===== src/rtl/cpg_pkg.sv =====
package cpg_pkg;

    typedef enum logic {
        MODE_USER = 1'b0,
        MODE_TEST = 1'b1
    } mode_e;

endpackage


===== src/rtl/cpg_lfsr.sv =====
module cpg_lfsr #(
    parameter int              W      = 15,
    parameter int              TAP_HI = 14,
    parameter int              TAP_LO = 13,
    parameter logic [W-1:0]    SEED   = 15'h1ACE
) (
    input  logic clk,
    input  logic rst_n,
    input  logic pps,
    output logic serial_bit
);

    logic [W-1:0] state_q;
    logic         feedback;

    assign feedback   = state_q[TAP_HI] ^ state_q[TAP_LO];
    assign serial_bit = state_q[W-1];

    always_ff @(posedge clk or negedge rst_n) begin
        if (!rst_n) begin
            state_q <= SEED;
        end else if (pps) begin
            state_q <= SEED;
        end else begin
            state_q <= {state_q[W-2:0], feedback};
        end
    end

    // a maximal-length register never reaches the all-zero lock state
    a_r2_never_zero: assert property (@(posedge clk) disable iff (!rst_n)
        state_q != '0);

    // a reload pulse restores the seed on the following cycle
    a_r6_seed_reload: assert property (@(posedge clk) disable iff (!rst_n)
        pps |=> (state_q == SEED));

endmodule


===== src/rtl/cpg_delay_chain.sv =====
module cpg_delay_chain #(
    parameter int DEPTH = 16
) (
    input  logic             clk,
    input  logic             rst_n,
    input  logic             pps,
    input  logic             din,
    output logic [DEPTH-1:0] taps
);

    always_ff @(posedge clk or negedge rst_n) begin
        if (!rst_n) begin
            taps <= '0;
        end else if (pps) begin
            taps <= '0;
        end else begin
            taps <= {taps[DEPTH-2:0], din};
        end
    end

    // the first tap holds the serial bit from the previous cycle
    a_r3_first_tap: assert property (@(posedge clk) disable iff (!rst_n)
        !pps |=> (taps[0] == $past(din)));

    // a reload pulse empties the chain
    a_r6_chain_clear: assert property (@(posedge clk) disable iff (!rst_n)
        pps |=> (taps == '0));

endmodule


===== src/rtl/cpg_line_map.sv =====
module cpg_line_map #(
    parameter int PRIMARY = 16,
    parameter int EXTRA   = 2,
    localparam int LINES  = 2 * PRIMARY + EXTRA
) (
    input  logic               clk,
    input  logic               rst_n,
    input  logic               pps,
    input  logic [PRIMARY-1:0] taps,
    output logic [LINES-1:0]   pattern
);

    logic toggle_q;

    always_ff @(posedge clk or negedge rst_n) begin
        if (!rst_n) begin
            toggle_q <= 1'b0;
        end else if (pps) begin
            toggle_q <= 1'b0;
        end else begin
            toggle_q <= ~toggle_q;
        end
    end

    assign pattern[PRIMARY-1:0]         = taps;
    assign pattern[2*PRIMARY-1:PRIMARY] = ~taps;

    for (genvar k = 0; k < EXTRA; k++) begin : g_mixed
        assign pattern[2*PRIMARY+k] = taps[k] ^ toggle_q;
    end

    // the half-rate toggle inverts on every clock without a reload
    a_r5_toggle_flips: assert property (@(posedge clk) disable iff (!rst_n)
        !pps |=> (toggle_q != $past(toggle_q)));

    // a reload pulse clears the toggle
    a_r6_toggle_clear: assert property (@(posedge clk) disable iff (!rst_n)
        pps |=> (toggle_q == 1'b0));

endmodule


===== src/rtl/cable_pattern_gen.sv =====
module cable_pattern_gen #(
    parameter int                  LFSR_W  = 15,
    parameter int                  TAP_HI  = 14,
    parameter int                  TAP_LO  = 13,
    parameter logic [LFSR_W-1:0]   SEED    = 15'h1ACE,
    parameter int                  PRIMARY = 16,
    parameter int                  EXTRA   = 2,
    localparam int                 LINES   = 2 * PRIMARY + EXTRA
) (
    input  logic             clk,
    input  logic             rst_n,
    input  logic             pps,
    input  logic             test_en,
    input  logic [LINES-1:0] user_data,
    output logic [LINES-1:0] line_out
);

    import cpg_pkg::*;

    logic               serial_bit;
    logic [PRIMARY-1:0] taps;
    logic [LINES-1:0]   pattern;
    mode_e              mode_q;
    mode_e              mode_d;

    cpg_lfsr #(
        .W      (LFSR_W),
        .TAP_HI (TAP_HI),
        .TAP_LO (TAP_LO),
        .SEED   (SEED)
    ) u_lfsr (
        .clk        (clk),
        .rst_n      (rst_n),
        .pps        (pps),
        .serial_bit (serial_bit)
    );

    cpg_delay_chain #(
        .DEPTH (PRIMARY)
    ) u_chain (
        .clk   (clk),
        .rst_n (rst_n),
        .pps   (pps),
        .din   (serial_bit),
        .taps  (taps)
    );

    cpg_line_map #(
        .PRIMARY (PRIMARY),
        .EXTRA   (EXTRA)
    ) u_map (
        .clk     (clk),
        .rst_n   (rst_n),
        .pps     (pps),
        .taps    (taps),
        .pattern (pattern)
    );

    // Mode transitions: ENGAGE (USER -> TEST), RELEASE (TEST -> USER)
    always_comb begin
        mode_d = mode_q;
        unique case (mode_q)
            MODE_USER: if (test_en)  mode_d = MODE_TEST;
            MODE_TEST: if (!test_en) mode_d = MODE_USER;
        endcase
    end

    always_ff @(posedge clk or negedge rst_n) begin
        if (!rst_n) begin
            mode_q <= MODE_USER;
        end else begin
            mode_q <= mode_d;
        end
    end

    always_comb begin
        line_out = user_data;
        unique case (mode_q)
            MODE_USER: line_out = user_data;
            MODE_TEST: line_out = pattern;
        endcase
    end

    // a sampled enable puts the block in TEST mode on the next cycle
    a_r7_engage: assert property (@(posedge clk) disable iff (!rst_n)
        test_en |=> (mode_q == MODE_TEST));

    // a sampled low enable passes user data through on the next cycle
    a_r7_release: assert property (@(posedge clk) disable iff (!rst_n)
        !test_en |=> (line_out == user_data));

endmodule


===== config.mk =====
export PLATFORM = sky130hd
export DESIGN_NAME = cable_pattern_gen
export DESIGN_NICKNAME = d
export VERILOG_FILES = /design/src/rtl/cpg_pkg.sv /design/src/rtl/cpg_lfsr.sv /design/src/rtl/cpg_delay_chain.sv /design/src/rtl/cpg_line_map.sv /design/src/rtl/cable_pattern_gen.sv
export SDC_FILE = /design/constraint.sdc
export NUM_CORES = 1
export LEC_CHECK = 0
export CORE_UTILIZATION = 37
export DETAILED_ROUTE_END_ITERATION = 10
export PLACE_DENSITY = 0.81
export SLEW_MARGIN = 20
export SYNTH_ARGS = -nofsm -noshare
export SYNTH_HDL_FRONTEND = slang
export SYNTH_SLANG_ARGS = --single-unit

===== constraint.sdc =====
create_clock -name clk -period 1.31 [get_ports clk]
set_clock_uncertainty 0.15 [all_clocks]
set_input_delay 0.3275 -clock clk [delete_from_list [all_inputs] [get_ports clk]]
set_output_delay 0.3275 -clock clk [all_outputs]
set_load 0.02 [all_outputs]

==> results.ini <==
[status]
status = finished, violations left
violations = setup timing

[power_and_ir_drop]
p_clk_share_pct = 35.2
fin_total_pwr_w = 0.002754
power.internal_w = 0.002106
switching_share_pct = 23.54
comb_power_share_pct = 25.3
p_per_area_mw_per_mm2 = 923.0
p_leak_nw = 1.388
power_frac_seq_pct = 39.5
netSwitchingPower_w = 0.0006483
max-vdd-ir-drop_uv = 811.5

[synthesis]
yosysTopAreaCell = dfrtp_1
synth_area_per_cell_sq_um = 12.49
synthFlopType = dfrtp_1
ys_seq_elements = 33
synth-edff-count = 0
synth_top_area_share_pct = 39.43
async_reset_ff_share_pct = 100.0
ys_top_cells_by_area = dfrtp_1, dfstp_2, mux2i_1, mux2_4, and2b_1
synth-seq-area-share_pct = 52.68
synth_nets = 165
yosysWarnings = 0
synthDistinctLibCells = 16
synth_cells = 127
synth_area_sq_mm = 0.001587

[clock_tree]
clock_latency_ns = 0.28
cts-hold-fix-buffers = 0
clock_path_buffers = 2
cts.clk_slew.worst_paths_ns = 0.07
cts_tree = done
numCtsBuffers = 5
h-tree-depth = 2
root_buffer = clkbuf_8
cts_sinks = 33

[floorplanning]
fp.dieH_um = 67.48
fp-row-count = 23
die-area_sq_mm = 0.004554
coreArea_sq_mm = 0.004058
initial_core_util_pct = 39.10
ios = 72
die_w_um = 67.48

[sta]
hold_viol_final = 0
fin_setup_tns_ns = -19.47
finalSetupViolCount = 34
tightestPinTransition_ns = 0.2676
rsz0062_at_grt = true
fmax_ghz = 0.5181
post-route-period-util_pct = 147.4
final.min_clock_period_ns = 1.930
setup_ws_ns = -0.6203
slew_violations = 0
timing.slew.headroom_pct = 82.03

[setup_path]
crit_required_ns = 0.83
critPathLaunchType = flop
crit_arrival_ns = 1.45
worst-setup-path-type = reg2out
critPathTopFamily = flip-flops
cp_num_buf_inv = 3
crit_fanout = 8
path_cells = buf_12 > buf_12 > mux2_4 > buf_6
slowest_stage = dfrtp_2
cp_slowest_stage_delay_ns = 0.45
worstSetupEndpointType = primary output
cpMostUsedCell = buf_12

[placed_design]
place_area_sq_mm = 0.002613
gp_congestion = 0.6749
port-buffer-count = 71
placedCellCount = 250
dp_hpwl_mm = 2.639

[drt]
drc_errors = 0
drt-initial-drc-count = 24
dr.pass1.iters = 4
routed_via_density = 4.561
wl_per_cell_um = 15.88
antenna_left = 0
routed_wl_mm = 4.272
vias = 1227

[grt]
grt_pass1_vias = 1324
overflow = 0
grt_max_degree = 34
antenna_found_initial = 0
grt_pass1_wl_mm = 6.265
track_usage_pct = 19.28

[hold_path]
hp-class = in2async

[finish]
layout.nets = 256
stdcell_area_sq_mm = 0.002984
n_antenna_cell = 0
area_growth_pct = 88.09
final_core_util_pct = 73.54
stdcell_count = 269
drive_gt1_share_pct = 51.60

[run]
cap_violations = 0

-- final timing paths --
path / slack (ns) / end / cells past startpoint / from
max: -0.62 / line_out[13] / 4 / mode_q
min: 0.26 / u_chain.taps[4] / 2 / rst_n
max reg2reg: 0.37 / u_chain.taps[10] / 2 / u_chain.taps[9]
min reg2reg: 0.30 / u_lfsr.state_q[9] / 1 / u_lfsr.state_q[8]
max in group asynchronous: 0.51 / u_lfsr.state_q[11] / 2 / rst_n
min in group clk: 0.30 / u_lfsr.state_q[9] / 1 / u_lfsr.state_q[8]
-- per-layer routing --
metal / part of all wire, % / global-route usage, % / vias up
met5: 0 / 0 / -
met4: 1.3 / 6.915 / 0
met3: 4.0 / 4.223 / 6
met2: 57 / 36.14 / 40
met1: 38 / 20.89 / 598
li1: - / - / 583
-- repair_timing --
item / in CTS / in global routing
buffers inserted: 12 / 2
gates resized for setup: 217 / 13
cloned: 2 / 0
pin swaps: 1 / 0
endpoints found under the setup margin: 34 / 34
-- cells in the mapped netlist, drive strengths merged, types with 3 or more instances --
| cell type | n |
|---|---|
| dfrtp | 25 |
| inv | 16 |
| mux2 | 16 |
| mux2i | 16 |
| nor2b | 12 |
| and2b | 10 |
| dfstp | 8 |
| or2 | 8 |
| buf | 4 |
| nor2 | 4 |
| clkbuf | 3 |
| xnor2 | 3 |
-- power groups by stage --
stage / clock network, W / logic (W) / registers (W)
after floorplan: 0 / 0.000320 / 0.00109
after CTS: 0.000988 / 0.000696 / 0.00109
after global routing: 0.00104 / 0.000737 / 0.00109
final: 0.000970 / 0.000698 / 0.00109
after global placement: 0 / 0.000579 / 0.00110
after detailed placement: 0 / 0.000594 / 0.00110
-- registers in the layout (all words and copies together) (netlist names) --
| signal | flops |
|---|---|
| mode_q | 1 |
| u_chain.taps | 16 |
| u_lfsr.state_q | 15 |
| u_map.toggle_q | 1 |
-- kinds of logic (layout without fill, tap and decap cells) --
family	Yosys count	after routing	share of synthesized area, %
xor gates and xnor gates	3	3	1.656
AOI/OAI and AO/OA	2	2	0.6309
muxes	32	32	23.82
and+or+nand+nor	34	34	13.56
DFF	33	33	52.68
buffers and inverters	23	115	7.650
-- stage by stage --
stage	setup WS (ns)	hold WS, ns
3_3_place_gp	-0.7443	0.2698
4_1_cts	-0.6456	0.2661
5_1_grt	-0.6544	0.2778
3_5_place_dp	-0.7975	0.2736
2_1_floorplan	-0.1348	-0.1181
6_report	-0.6203	0.2607
-- cells in the final DEF (no fill, tap or decap), drive strengths merged --
master | Yosys | layout
a21oi | 2 | 2
xnor2 | 3 | 3
dfstp | 8 | 8
dfrtp | 25 | 25
mux2i | 16 | 16
clkdlybuf4s50 | 0 | 37
bufinv | 0 | 1
mux2 | 16 | 16
nor2b | 12 | 12
and2b | 10 | 10
nor2 | 4 | 4
or2 | 8 | 8
clkbuf | 3 | 7
buf | 4 | 54
inv | 16 | 16
-- cell type report --
type,count,area (sq um)
clock buffer,7,86.33
clock inverter,1,30.03
fill,243,1074
inverter,16,60.06
multi-input combinational,71,870.8
sequential,33,837.1
tap,50,62.56
timing repair buffer,91,1037
No activity file was read; power rests on OpenSTA's default activity.
